==> config.mk <==
export PLATFORM = sky130hd
export DESIGN_NAME = synth_serial_loader
export DESIGN_NICKNAME = d
export VERILOG_FILES = /design/src/rtl/sl_pkg.sv /design/src/rtl/sl_edge_detect.sv /design/src/rtl/sl_shift_reg.sv /design/src/rtl/sl_frame_decode.sv /design/src/rtl/sl_ref_latch.sv /design/src/rtl/sl_prog_latch.sv /design/src/rtl/synth_serial_loader.sv
export SDC_FILE = /design/constraint.sdc
export NUM_CORES = 1
export LEC_CHECK = 0
export CORE_UTILIZATION = 30
export DETAILED_ROUTE_END_ITERATION = 8
export HOLD_SLACK_MARGIN = 0.1
export PLACE_DENSITY = 0.62
export SLEW_MARGIN = 20
export SYNTH_ARGS = -nofsm -noshare
export SYNTH_HDL_FRONTEND = slang
export SYNTH_HIERARCHICAL = 1
export SYNTH_SLANG_ARGS = --single-unit
==> constraint.sdc <==
create_clock -name clk -period 5 [get_ports clk]
set_input_delay 0.5 -clock clk [delete_from_list [all_inputs] [get_ports clk]]
set_output_delay 0.5 -clock clk [all_outputs]
set_load 0.02 [all_outputs]
==> src/rtl/sl_pkg.sv <==
// Package: shared constants and types for the serial synthesizer loader.
// Assumes a fixed two-loop (IF, RF) arrangement and the frame layout below.
package sl_pkg;
    localparam int FRAME_W  = 23;
    localparam int ADDR_W   = 2;
    localparam int REF_W    = 14;
    localparam int MODE_W   = 4;
    localparam int SWL_W    = 7;
    localparam int MAIN_W   = 11;
    localparam int N_LOOPS  = 2;
    localparam int REF_MIN  = 3;
    localparam int MAIN_MIN = 3;

    // Destination address: bit 1 picks the loop, bit 0 picks the latch kind.
    typedef enum logic [ADDR_W-1:0] {
        DST_IF_REF  = 2'b00,
        DST_IF_PROG = 2'b01,
        DST_RF_REF  = 2'b10,
        DST_RF_PROG = 2'b11
    } dest_e;

    // Mode bit positions inside the reference latch mode field.
    localparam int MODE_PRESC = 0;
    localparam int MODE_CP    = 1;
    localparam int MODE_PHASE = 2;
    localparam int MODE_LD    = 3;
endpackage

==> src/rtl/sl_edge_detect.sv <==
// Module: sl_edge_detect
// Finds the rising edges of the serial clock and the load strobe in the
// system clock domain. Assumes both inputs are already synchronous to clk
// and stay at each level for at least one clk period.
module sl_edge_detect (
    input  logic clk,
    input  logic rst_n,
    input  logic ser_clk,
    input  logic ser_le,
    output logic shift_en,
    output logic load_en
);
    logic sclk_q;
    logic le_q;

    // Keep the previous level of both serial control lines.
    always_ff @(posedge clk) begin
        if (!rst_n) begin
            sclk_q <= 1'b0;
            le_q   <= 1'b0;
        end else begin
            sclk_q <= ser_clk;
            le_q   <= ser_le;
        end
    end

    // Shift on a serial clock rise only while no load is in progress.
    always_comb begin
        shift_en = ser_clk && !sclk_q && !ser_le;
        load_en  = ser_le && !le_q;
    end

    // a load edge and a shift never occur together.
    a_r8_no_shift_on_load: assert property (@(posedge clk) disable iff (!rst_n)
        load_en |-> !shift_en);

    // a load edge cannot repeat on consecutive cycles.
    a_r8_single_load_edge: assert property (@(posedge clk) disable iff (!rst_n)
        load_en |=> !load_en);
endmodule

==> src/rtl/sl_shift_reg.sv <==
// Module: sl_shift_reg
// Serial-in parallel-out frame register, MSB first. A load does not clear
// it, so partial frames reuse older bits.
module sl_shift_reg #(
    parameter int W = 23
) (
    input  logic         clk,
    input  logic         rst_n,
    input  logic         shift_en,
    input  logic         din,
    output logic [W-1:0] q
);
    // Shift one bit in at the LSB on each qualified serial clock edge.
    always_ff @(posedge clk) begin
        if (!rst_n) begin
            q <= '0;
        end else if (shift_en) begin
            q <= {q[W-2:0], din};
        end
    end

    // the register holds its contents whenever no shift is requested.
    a_r9_hold_without_shift: assert property (@(posedge clk) disable iff (!rst_n)
        !shift_en |=> $stable(q));
endmodule

==> src/rtl/sl_frame_decode.sv <==
// Module: sl_frame_decode
// Splits the frame into fields, decodes the address and decides whether a
// load is legal. Produces one write enable per destination latch.
module sl_frame_decode
    import sl_pkg::*;
#(
    parameter int FW       = FRAME_W,
    parameter int RW       = REF_W,
    parameter int MW       = MODE_W,
    parameter int SW       = SWL_W,
    parameter int NW       = MAIN_W,
    parameter int LOOPS    = N_LOOPS,
    parameter int RMIN     = REF_MIN,
    parameter int NMIN     = MAIN_MIN
) (
    input  logic [FW-1:0]    frame,
    input  logic             load_en,
    output logic [LOOPS-1:0] ref_we,
    output logic [LOOPS-1:0] prog_we,
    output logic [RW-1:0]    ref_div,
    output logic [MW-1:0]    ref_mode,
    output logic [SW-1:0]    swallow,
    output logic [NW-1:0]    main_cnt
);
    localparam int REF_LSB  = ADDR_W;
    localparam int MODE_LSB = REF_LSB + RW;
    localparam int SWL_LSB  = ADDR_W;
    localparam int MAIN_LSB = SWL_LSB + SW;

    dest_e addr;
    logic  is_prog;
    logic  loop_sel;
    logic  ref_ok;
    logic  main_ok;

    // Extract the address and both possible payload layouts.
    always_comb begin
        addr     = dest_e'(frame[ADDR_W-1:0]);
        is_prog  = frame[0];
        loop_sel = frame[1];
        ref_div  = frame[REF_LSB +: RW];
        ref_mode = frame[MODE_LSB +: MW];
        swallow  = frame[SWL_LSB +: SW];
        main_cnt = frame[MAIN_LSB +: NW];
        ref_ok   = ref_div >= RW'(RMIN);
        main_ok  = main_cnt >= NW'(NMIN);
    end

    // Raise the write enable of exactly the addressed latch when legal.
    always_comb begin
        for (int i = 0; i < LOOPS; i++) begin
            ref_we[i]  = load_en && !is_prog && (loop_sel == i[0]) && ref_ok;
            prog_we[i] = load_en &&  is_prog && (loop_sel == i[0]) && main_ok;
        end
    end

    // at most one destination is written per load.
    a_r3_one_destination: assert property (@(posedge load_en)
        $onehot0({ref_we, prog_we}));
endmodule

==> src/rtl/sl_ref_latch.sv <==
// Module: sl_ref_latch
// Reference divider latch of one loop: divide value and mode bits, plus a
// registered strobe raised on the cycle the latch takes new contents.
module sl_ref_latch #(
    parameter int RW   = 14,
    parameter int MW   = 4,
    parameter int RMIN = 3
) (
    input  logic          clk,
    input  logic          rst_n,
    input  logic          we,
    input  logic [RW-1:0] div_in,
    input  logic [MW-1:0] mode_in,
    output logic [RW-1:0] div_q,
    output logic [MW-1:0] mode_q,
    output logic          upd
);
    // Capture the payload on an accepted write.
    always_ff @(posedge clk) begin
        if (!rst_n) begin
            div_q  <= '0;
            mode_q <= '0;
        end else if (we) begin
            div_q  <= div_in;
            mode_q <= mode_in;
        end
    end

    // Flag the reload for one cycle.
    always_ff @(posedge clk) begin
        if (!rst_n) upd <= 1'b0;
        else        upd <= we;
    end

    // an illegal divide value never reaches the latch.
    a_r6_ref_legal: assert property (@(posedge clk) disable iff (!rst_n)
        (div_q == '0) || (div_q >= RW'(RMIN)));

    // contents stay put without a write.
    a_r8_ref_hold: assert property (@(posedge clk) disable iff (!rst_n)
        !we |=> ($stable(div_q) && $stable(mode_q)));

    // the strobe lasts a single cycle.
    a_r10_ref_pulse: assert property (@(posedge clk) disable iff (!rst_n)
        upd |=> !upd);
endmodule

==> src/rtl/sl_prog_latch.sv <==
// Module: sl_prog_latch
// Programmable divider latch of one loop: swallow and main counts, plus a
// registered strobe raised on the cycle the latch takes new contents.
module sl_prog_latch #(
    parameter int SW   = 7,
    parameter int NW   = 11,
    parameter int NMIN = 3
) (
    input  logic          clk,
    input  logic          rst_n,
    input  logic          we,
    input  logic [SW-1:0] swl_in,
    input  logic [NW-1:0] main_in,
    output logic [SW-1:0] swl_q,
    output logic [NW-1:0] main_q,
    output logic          upd
);
    // Capture both counts on an accepted write.
    always_ff @(posedge clk) begin
        if (!rst_n) begin
            swl_q  <= '0;
            main_q <= '0;
        end else if (we) begin
            swl_q  <= swl_in;
            main_q <= main_in;
        end
    end

    // Flag the reload for one cycle.
    always_ff @(posedge clk) begin
        if (!rst_n) upd <= 1'b0;
        else        upd <= we;
    end

    // an illegal main count never reaches the latch.
    a_r7_main_legal: assert property (@(posedge clk) disable iff (!rst_n)
        (main_q == '0) || (main_q >= NW'(NMIN)));

    // contents stay put without a write.
    a_r8_prog_hold: assert property (@(posedge clk) disable iff (!rst_n)
        !we |=> ($stable(swl_q) && $stable(main_q)));

    // the strobe lasts a single cycle.
    a_r10_prog_pulse: assert property (@(posedge clk) disable iff (!rst_n)
        upd |=> !upd);
endmodule

==> src/rtl/synth_serial_loader.sv <==
// Module: synth_serial_loader
// Three-wire programming interface of a two-loop synthesizer: shifts in a
// 23-bit frame and steers it into one of four latches on the load edge.
// Assumes the serial pins are synchronous to clk and slower than it.
module synth_serial_loader
    import sl_pkg::*;
(
    input  logic              clk,
    input  logic              rst_n,
    input  logic              ser_clk,
    input  logic              ser_data,
    input  logic              ser_le,
    output logic [REF_W-1:0]  if_ref_div,
    output logic              if_presc_sel,
    output logic              if_cp_sel,
    output logic              if_phase_pol,
    output logic              if_ld_sel,
    output logic [SWL_W-1:0]  if_swallow,
    output logic [MAIN_W-1:0] if_main,
    output logic              if_ref_upd,
    output logic              if_prog_upd,
    output logic [REF_W-1:0]  rf_ref_div,
    output logic              rf_presc_sel,
    output logic              rf_cp_sel,
    output logic              rf_phase_pol,
    output logic              rf_ld_sel,
    output logic [SWL_W-1:0]  rf_swallow,
    output logic [MAIN_W-1:0] rf_main,
    output logic              rf_ref_upd,
    output logic              rf_prog_upd
);
    logic                 shift_en;
    logic                 load_en;
    logic [FRAME_W-1:0]   frame;
    logic [N_LOOPS-1:0]   ref_we;
    logic [N_LOOPS-1:0]   prog_we;
    logic [REF_W-1:0]     dec_div;
    logic [MODE_W-1:0]    dec_mode;
    logic [SWL_W-1:0]     dec_swl;
    logic [MAIN_W-1:0]    dec_main;

    logic [REF_W-1:0]     div_arr  [N_LOOPS];
    logic [MODE_W-1:0]    mode_arr [N_LOOPS];
    logic [SWL_W-1:0]     swl_arr  [N_LOOPS];
    logic [MAIN_W-1:0]    main_arr [N_LOOPS];
    logic [N_LOOPS-1:0]   ref_upd;
    logic [N_LOOPS-1:0]   prog_upd;

    sl_edge_detect u_edge (
        .clk      (clk),
        .rst_n    (rst_n),
        .ser_clk  (ser_clk),
        .ser_le   (ser_le),
        .shift_en (shift_en),
        .load_en  (load_en)
    );

    sl_shift_reg #(.W(FRAME_W)) u_sreg (
        .clk      (clk),
        .rst_n    (rst_n),
        .shift_en (shift_en),
        .din      (ser_data),
        .q        (frame)
    );

    sl_frame_decode u_dec (
        .frame    (frame),
        .load_en  (load_en),
        .ref_we   (ref_we),
        .prog_we  (prog_we),
        .ref_div  (dec_div),
        .ref_mode (dec_mode),
        .swallow  (dec_swl),
        .main_cnt (dec_main)
    );

    // One reference and one programmable latch per loop.
    for (genvar g = 0; g < N_LOOPS; g++) begin : g_loop
        sl_ref_latch #(.RW(REF_W), .MW(MODE_W), .RMIN(REF_MIN)) u_ref (
            .clk     (clk),
            .rst_n   (rst_n),
            .we      (ref_we[g]),
            .div_in  (dec_div),
            .mode_in (dec_mode),
            .div_q   (div_arr[g]),
            .mode_q  (mode_arr[g]),
            .upd     (ref_upd[g])
        );

        sl_prog_latch #(.SW(SWL_W), .NW(MAIN_W), .NMIN(MAIN_MIN)) u_prog (
            .clk     (clk),
            .rst_n   (rst_n),
            .we      (prog_we[g]),
            .swl_in  (dec_swl),
            .main_in (dec_main),
            .swl_q   (swl_arr[g]),
            .main_q  (main_arr[g]),
            .upd     (prog_upd[g])
        );
    end

    // Map loop 0 to the IF outputs and loop 1 to the RF outputs.
    always_comb begin
        if_ref_div   = div_arr[0];
        if_presc_sel = mode_arr[0][MODE_PRESC];
        if_cp_sel    = mode_arr[0][MODE_CP];
        if_phase_pol = mode_arr[0][MODE_PHASE];
        if_ld_sel    = mode_arr[0][MODE_LD];
        if_swallow   = swl_arr[0];
        if_main      = main_arr[0];
        if_ref_upd   = ref_upd[0];
        if_prog_upd  = prog_upd[0];
        rf_ref_div   = div_arr[1];
        rf_presc_sel = mode_arr[1][MODE_PRESC];
        rf_cp_sel    = mode_arr[1][MODE_CP];
        rf_phase_pol = mode_arr[1][MODE_PHASE];
        rf_ld_sel    = mode_arr[1][MODE_LD];
        rf_swallow   = swl_arr[1];
        rf_main      = main_arr[1];
        rf_ref_upd   = ref_upd[1];
        rf_prog_upd  = prog_upd[1];
    end

    // the newest serial bit lands in bit 0 after a qualified edge.
    a_r2_shift_in_lsb: assert property (@(posedge clk) disable iff (!rst_n)
        shift_en |=> (frame[0] == $past(ser_data)));

    // no two destinations report an update together.
    a_r10_one_strobe: assert property (@(posedge clk) disable iff (!rst_n)
        $onehot0({if_ref_upd, if_prog_upd, rf_ref_upd, rf_prog_upd}));

    // a strobe only follows a load edge seen on the previous cycle.
    a_r8_strobe_after_load: assert property (@(posedge clk) disable iff (!rst_n)
        !load_en |=> !(if_ref_upd || if_prog_upd || rf_ref_upd || rf_prog_upd));
endmodule

---- Word-level counts from Yosys, hierarchy flattened ----
Cells that the tools add are included.
word-level totals
  bits in registers ....................... 98
  bits of input ports ..................... 5
  output and inout bits ................... 76
  logic and storage cells ................. 35
cells by class
  order comparisons ....................... 2
  bitwise operators ....................... 1
  reductions and logical operators ........ 17
operators by type and width
  kind                                                                                   count
  14-bit by 2-bit greater-or-equal comparator with 1-bit output (second input constant)  1
  1-bit logical AND                                                                      13
  11-bit by 2-bit greater-or-equal comparator with 1-bit output (second input constant)  1
  1-bit logical NOT                                                                      4
  1-bit NOT                                                                              1

---- Logic depth before layout (Yosys ltp) ----
Gate-level depths: netlist (run 1).
  word-level depth ........................ 5
  gate-level depth with buffers ........... 7
  mapped depth without buffers ............ 5

---- Modules after synthesis ----
The synthesis (run 1) kept the hierarchy.
by module, submodules not included
  module           times used  cells each  area an instance (um2)  seq. area each (um2)
  sl_prog_latch    2           59          715.7                   380.4
  sl_ref_latch     2           59          715.7                   380.4
  sl_shift_reg     1           74          893.4                   460.4
  sl_frame_decode  1           53          377.9                   0.0
  sl_edge_detect   1           6           72.6                    40.0

---- Least setup slack after synthesis (run 1) ----
No wires, ideal clock.
  path type ............................... in2reg
  start ................................... in ser_le
  end ..................................... reg g_loop[0].u_prog.main_q[6]
  library setup time ...................... 116 ps
  arrival time ............................ 1,544 ps
  required time ........................... 4,884 ps
  setup slack ............................. 3,340 ps
  stages .................................. 7
  buffers on the path ..................... 2
  cell sequence ........................... and2b_1 -> nand2_1 -> a311oi_1 -> buf_6 -> buf_12 -> mux2i_1 -> nor2b_1
between the ends
  longest elaborated chain between the ends .. 4
ends and longest elaborated chain
  what                             RTL line                   text
  from (decl)                      synth_serial_loader.sv:12  input logic ser_le,
  1-bit logical AND                sl_edge_detect.sv:30       load_en = ser_le && !le_q;
  1-bit logical AND (3 in series)  sl_frame_decode.sv:53      prog_we[i] = load_en && is_prog && (loop_sel == i[0]) && main_ok;
  net prog_we[0]                   synth_serial_loader.sv:36  logic [N_LOOPS-1:0] prog_we;
  to (signal assigned)             sl_prog_latch.sv:25        main_q <= main_in;
  to (decl)                        sl_prog_latch.sv:15        output logic [NW-1:0] main_q,
The timed path passes the listed nets, and every way through them passes these cells.
A chain may end at the register's enable or synchronous reset.

---- Worst setup path after layout (run 1) ----
  start ................................... in ser_le
  end ..................................... reg g_loop[0].u_prog.swl_q[2]
between the ends
  longest elaborated chain between the ends .. 4
ends and longest elaborated chain
  what                             RTL line                   text
  1-bit logical AND                sl_edge_detect.sv:30
  net load_en                      synth_serial_loader.sv:33  logic load_en;
  1-bit logical AND (3 in series)  sl_frame_decode.sv:53
  net prog_we[0]                   synth_serial_loader.sv:36
  to (signal assigned)             sl_prog_latch.sv:24        swl_q <= swl_in;
  to (decl)                        sl_prog_latch.sv:14        output logic [SW-1:0] swl_q,
The timed path passes the listed nets, and every way through them passes these cells.

==> results.txt, run 1 <==
----------------------------------------------------
[Route]
  Routed wirelength normalized by instance count ... around 14 µm
  Iteration-0 DRC Markers ... 51
  Total iterations of the first detailed-routing run ... 4
  Total number of vias ... about 2,400
  Antenna Nets Post-Route ... 0
  Routed Wire Length ... between 8000 and 9000 µm
  DRC ... 0
  DR vias/cell ... approximately 4.2

[STA]
  Relative max-transition margin ... between 30% and 40%
  Final setup skew ... about 7.0 ps
  Highest clock frequency the design can meet ... 418 MHz
  Final hold violation count ... 0
  Unrepaired setup endpoints after global routing ... false
  Final worst-path cycle share ... 47.9%
  Time the final worst path needs with I/O delays and setup ... 2390 ps
  Setup-failing EPs final ... 0
  Total Neg Setup Slack ... 0 ps
  Slew of the pin with the lowest slew margin ... 960 ps
  Max-slew violation total from the final report ... 0

[Placed design]
  Placed instance count ... about 570
  IO Port Bufs ... 80
  Estimated wirelength of the detail-placed design ... between 5000 and 6000 µm
  Placer Congestion ... roughly 0.7

[GRT]
  Initial antenna violation count ... 0
  Via count of the first global-routing pass ... around 2,400
  Largest net degree at the start of global routing ... just under 100
  All-Layer GR Usage ... between 10% and 20%
  Grt total ovfl ... 0
  Wire length of the first global-routing pass ... 13,500 µm

[Final layout]
  Count of antenna diodes in the layout ... 0
  Number of non-filler instances in the completed layout ... about 580
  Net count reported at finish ... ~400
  Fraction of final layout cells with drive strength greater than 1 ... under 10%
  Fillers ... around 1,300
  Area growth from synthesis to layout ... 22.9%

[Clock network]
  Clock Pin Slew Worst Setup and Hold Paths ... about 70 ps
  Clk root buf ... clkbuf_16
  Max H-tree Level ... 3
  Post-CTS setup buffer count ... 0
  Resize count post-CTS ... 0
  Clock latency on the worst-skew pair ... approximately 340 ps
  Clock net sink count ... a little under 100
  CTS max path bufs ... 2
  TritonCTS clock tree ... yes
  Number of hold-repair buffers added at the cts stage ... 0
  Inserted Clock Buffers ... 9

[Synth]
  Synth Area per Inst ... about 11 µm²
  Netlist Area Pre-Place ... a little over 0.004 mm²
  Synth Instances ... 360
  Syn_nets ... between 300 and 400
  Number of warnings issued by yosys ... 6

[Worst setup path]
  Worst path max stage delay ... roughly 640 ps
  Critical path class ... primary input to register
  Type of origin of the critical path ... primary input
  Critical path cell sequence ... clkdlybuf4s50_1 -> and2b_1 -> nand2_1 -> a311oi_4 -> buf_4 -> mux2i_1 -> nor2b_1
  Slowest cell on the critical path ... a311oi_4
  Worst EP arrival ... 2630 ps
  Nature of the critical path endpoint ... register
  Required time of the worst setup path ... ~5200 ps
  CP Max Fanout ... 11

[Pwr]
  Leak ... 1.51 nW
  Total power density per cell area ... a little over 300 mW/mm²
  Max IR drop VDD ... around 150 µV

[Die]
  Die span in y ... ~120 µm
  Core Area ... about 0.013 mm²
  Area of the die ... about 0.014 mm²
  Site Rows ... 42
  Chip width ... 119 µm
  Starting density of the core ... 30.8%
  Io pins ... 81

[Run]
  Maximum Capacitance Violations ... 0

[Status]
  Status ... completed

[Hold path]
  Worst hold path class ... register to register

----------------------------------------------------
cells in the final DEF, fill, tap and decap left out, types with 2 or more instances in the layout:
cell             instances
dfxtp_1                 98
mux2i_1                 92
nor2b_1                 92
clkdlybuf4s50_1         79
clkbuf_16                9
and2_2                   4
nand2_1                  4
buf_4                    3
clkbuf_8                 2
clkinvlp_4               2
nor4_1                   2
a21oi_4                  2
and2_1                   2
path summary, 6_finish.rpt:
kind / depth (start not counted) / slack, ps / startpoint / endpoint
max: 7 / 2610 / ser_le / g_loop[0].u_prog/swl_q[2]
min: 2 / 510 / g_loop[0].u_ref/mode_q[0] / g_loop[0].u_ref/mode_q[0]
max reg2reg: 4 / 2780 / u_sreg/q[16] / g_loop[1].u_prog/main_q[8]
min reg2reg: 2 / 510 / g_loop[0].u_ref/mode_q[0] / g_loop[0].u_ref/mode_q[0]
power breakdown:
part           internal, mW  switching, mW
Clock                 0.414          0.294
Combinational        0.0185         0.0159
Sequential            0.782        0.00122
Total                  1.21          0.311
state kept, by name, indices dropped and copies added, names as in the netlist:
register              count
g_loop.u_ref/div_q       28
g_loop.u_prog/main_q     22
u_sreg/q                 20
g_loop.u_prog/swl_q      14
g_loop.u_ref/mode_q       8
g_loop.u_prog/upd         2
g_loop.u_ref/upd          2
u_edge/le_q               1
u_edge/sclk_q             1
critical path: cells and delay by family:
| kind | cells | cell delay [ps] |
|---|---|---|
| compound gates | 1 | 640 |
| simple gates | 3 | 380 |
| mux | 1 | 220 |
| buf+inv | 2 | 890 |
final cells by class:
class / instances / area, µm² / area share (%)
Sequential cell: 98 / 1960 / 39.0
Tap cell: 176 / 220 / 4.37
Clock buffer: 12 / 256 / 5.09
Multi-Input combinational cell: 209 / 1730 / 34.3
Timing Repair Buffer: 83 / 818 / 16.3
Clock inverter: 4 / 50.0 / 0.994
through the flow:
| stage | utilization, % | setup WS, ps | hold slack, ps | power [mW] | area (µm²) |
|---|---|---|---|---|---|
| floorplan | - | 3340 | 522 | 0.827 | 4100 |
| global placement | 35.6 | 2300 | 498 | 0.835 | 4730 |
| detailed placement | 35.6 | 2190 | 504 | 0.835 | 4730 |
| CTS | 37.9 | 2580 | 521 | 1.56 | 5030 |
| global route | 37.9 | 2440 | 540 | 1.59 | 5030 |
| finish | 37.9 | 2610 | 512 | 1.53 | 5030 |
per-layer routing:
metal	wire length (µm)	up-vias	track usage [%]	part of all wire, %
met3	340	11	3.93	4.1
met1	3980	1135	16.0	47
met5	0	-	0	0
met2	3930	49	20.0	47
li1	-	1245	-	-
met4	147	0	5.46	1.8
(Power assumes the default switching activity.)
==> run 2, diff against run 1 <==
==> constraint.sdc (replaced) <==
create_clock -name clk -period 2.33 [get_ports clk]
set_input_delay 0.233 -clock clk [delete_from_list [all_inputs] [get_ports clk]]
set_output_delay 0.233 -clock clk [all_outputs]
set_load 0.02 [all_outputs]
==> run 2 against run 1 <==
Compared with the run above: routed wire length shrank 0.95%; setup slack lost 2200 ps; clock skew grew 1.4 ps; count of clock-buffer cells in the layout shrank 1; hold slack lost 110 ps; sequential share of layout area shrank 0.86 points; global-route usage shrank 0.11 points; via count grew 1.9%; first-iteration DRC count grew 45%; design area grew 2.3%; critical path type is now register to register; highest routed layer unchanged.
==> results.txt, run 2 (synthesized netlist as in run 1, its figures left out) <==
----------------------------------------------------
[Status]
  Status ... completed

[STA]
  Unrepaired setup endpoints after global routing ... false
  Slew of the pin with the lowest slew margin ... 423 ps (-538 ps)
  Final hold violation count ... 0 (unchanged)
  Relative max-transition margin ... 71.7% (+36 points)
  Setup-failing EPs final ... 0 (unchanged)
  Total Neg Setup Slack ... 0 ps (unchanged)
  Final worst-path cycle share ... between 80% and 90%
  Max-slew violation total from the final report ... 0 (unchanged)
  Highest clock frequency the design can meet ... roughly 520 MHz
  Final setup skew ... 8.46 ps (+1.43 ps)
  Time the final worst path needs with I/O delays and setup ... 1930 ps

[Clock network]
  Clk root buf ... clkbuf_16
  CTS max path bufs ... 2 (unchanged)
  Max H-tree Level ... 3 (unchanged)
  Number of hold-repair buffers added at the cts stage ... 0 (unchanged)
  Clock net sink count ... 98 (unchanged)
  Clock latency on the worst-skew pair ... 340 ps (about the same)
  Inserted Clock Buffers ... 9 (unchanged)
  TritonCTS clock tree ... yes
  Clock Pin Slew Worst Setup and Hold Paths ... 70 ps (about the same)
  Post-CTS setup buffer count ... 0 (unchanged)
  Resize count post-CTS ... 0 (unchanged)

[Worst setup path]
  Type of origin of the critical path ... register
  Worst EP arrival ... 2170 ps (-460 ps)
  Worst Reg2Reg Path Length in Cells ... 6 (+2)
  CP Max Fanout ... 11 (unchanged)
  Critical path launch point ... u_sreg/q[15]
  Required time of the worst setup path ... 2570 ps (-2670 ps)
  R2r setup slk ... 400 ps (-2380 ps)
  Start of the worst register-to-register path ... u_sreg/q[15]
  Nature of the critical path endpoint ... register
  Worst reg2reg path endpoint ... g_loop[0].u_prog/main_q[8]
  Critical path class ... register to register

[Die]
  Site Rows ... 42 (unchanged)
  Starting density of the core ... 30.8% (unchanged)
  Io pins ... 81 (unchanged)
  Core Area ... 0.0133 mm² (unchanged)
  Chip width ... 119 µm (unchanged)
  Die span in y ... 119 µm (unchanged)
  Area of the die ... 0.0141 mm² (unchanged)

[Final layout]
  Count of antenna diodes in the layout ... 0 (unchanged)
  Most frequent standard cell in the layout excluding fill and tap cells ... dfxtp_1
  Largest regs ... g_loop.u_ref/div_q: 28 flops, g_loop.u_prog/main_q: 22 flops, u_sreg/q: 20 flops
  Register containing the most flip-flops in the final layout ... g_loop.u_ref/div_q
  Highest-count cells in the layout ignoring fill and taps ... 98 x dfxtp_1, 92 x mux2i_1, 92 x nor2b_1
  Net count reported at finish ... 414 (+2.0%)
  Fraction of final layout cells with drive strength greater than 1 ... 8.94% (+1.5 points)
  Area growth from synthesis to layout ... 25.6%
  Max FFs per register ... 28 (unchanged)

[Pwr]
  Flop pwr share ... 49.1% (-2.2 points)
  Power dissipated by switching net loads ... 0.652 mW (+110%)
  Total power density per cell area ... 664 mW/mm² (+120%)
  Internal power contribution ... 2.77 mW (+130%)
  Fraction of power spent switching nets ... 19.1% (-1.3 points)
  Total Power Consumption ... 3.42 mW (+120%)
  Combinational group share of total power ... 2.2% (about the same)
  Leak ... 1.57 nW (+4.3%)
  Max IR drop VDD ... 560 µV (+270%)
  Clk pwr share ... 48.7% (+2.3 points)

[Placed design]
  Estimated wirelength of the detail-placed design ... 5640 µm (+4.7%)
  Placer Congestion ... 0.700 (+1.2%)
  IO Port Bufs ... 80 (unchanged)

[Route]
  Total iterations of the first detailed-routing run ... 4 (unchanged)
  DR vias/cell ... 4.22 (+0.54%)
  DRC ... 0 (unchanged)
  Total number of vias ... 2,487 (+1.9%)
  Routed wirelength normalized by instance count ... 14.1 µm (-2.3%)
  Routed Wire Length ... 8310 µm (-0.95%)
  Iteration-0 DRC Markers ... 74 (+45%)
  Antenna Nets Post-Route ... 0 (unchanged)

[Hold path]
  Worst hold path class ... primary input to register
  Startpoint of the tightest hold check path ... rst_n
  Destination of the worst hold path ... g_loop[1].u_prog/main_q[4]
  Hold path cells ... 3 (+1)

[GRT]
  Wire length of the first global-routing pass ... 13,600 µm (+0.46%)
  Grt total ovfl ... 0 (unchanged)
  All-Layer GR Usage ... 12.6% (-0.11 points)
  Initial antenna violation count ... 0 (unchanged)
  Largest net degree at the start of global routing ... 99 (unchanged)
  Via count of the first global-routing pass ... 2,493 (+3.9%)

[Run]
  Maximum Capacitance Violations ... 0 (unchanged)

----------------------------------------------------
==> run 2: cell count changes in the layout (fill, tap and decap cells not counted) <==
| cell | change |
|---|---|
| clkinvlp_4 | -1 |
| clkbuf_1 | +1 |
| buf_4 | +6 |
| buf_12 | +2 |
| clkbuf_8 | -2 |
| bufinv_16 | +2 |
==> run 2: critical path: stages, from the launching register on <==
cell	delay, ps
dfxtp_1	400
or3_4	430
nor3_4	350
a311oi_4	160
buf_4	230
mux2i_1	190
nor2b_1	60
==> run 2: layer usage <==
metal	GRT usage, %	wire length, µm	part of all wire, %
met1	15.5	3820	46
met4	3.56	91	1.1
met5	0	0	0
met2	20.9	4050	49
met3	4.26	356	4.3
==> run 2: how the worst max path moves through the flow <==
stage	endpoint	slack, ps	cells past startpoint
3_3_place_gp	g_loop[0].u_prog/main_q[10]	340	7
5_1_grt	g_loop[0].u_ref/div_q[5]	270	6
2_1_floorplan	g_loop[0].u_prog/main_q[6]	740	7
3_5_place_dp	g_loop[0].u_prog/main_q[6]	280	7
4_1_cts	g_loop[0].u_ref/div_q[5]	380	6
6_report	g_loop[0].u_prog/main_q[8]	400	6
==> run 2: power groups by stage <==
| stage | Clock [mW] | Combinational, mW | Sequential [mW] |
|---|---|---|---|
| floorplan | 0 | 0.0584 | 1.72 |
| detailed placement | 0 | 0.0766 | 1.72 |
| global placement | 0 | 0.0755 | 1.72 |
| finish | 1.66 | 0.0752 | 1.68 |
| CTS | 1.72 | 0.0767 | 1.68 |
| global route | 1.77 | 0.0813 | 1.68 |
==> run 2: metrics by stage <==
| step | cells | util (%) | hold WS, ps | area [µm²] | setup WS (ps) |
|---|---|---|---|---|---|
| 2_1_floorplan | 360 | - | 355 | 4100 | 740 |
| 3_3_place_gp | 574 | 36.2 | 497 | 4810 | 339 |
| 3_5_place_dp | 574 | 36.2 | 506 | 4810 | 282 |
| 4_1_cts | 590 | 38.7 | 413 | 5150 | 378 |
| 5_1_grt | 590 | 38.7 | 433 | 5150 | 275 |
| 6_report | 590 | 38.7 | 403 | 5150 | 399 |
==> run 2: area by class of cell <==
| class | instances | area, µm² |
|---|---|---|
| clock buffer | 11 | 233 |
| clock inverter | 5 | 103 |
| fill | 1276 | 8150 |
| multi-input combinational | 209 | 1730 |
| sequential | 98 | 1960 |
| tap | 176 | 220 |
| timing repair buffer | 91 | 903 |
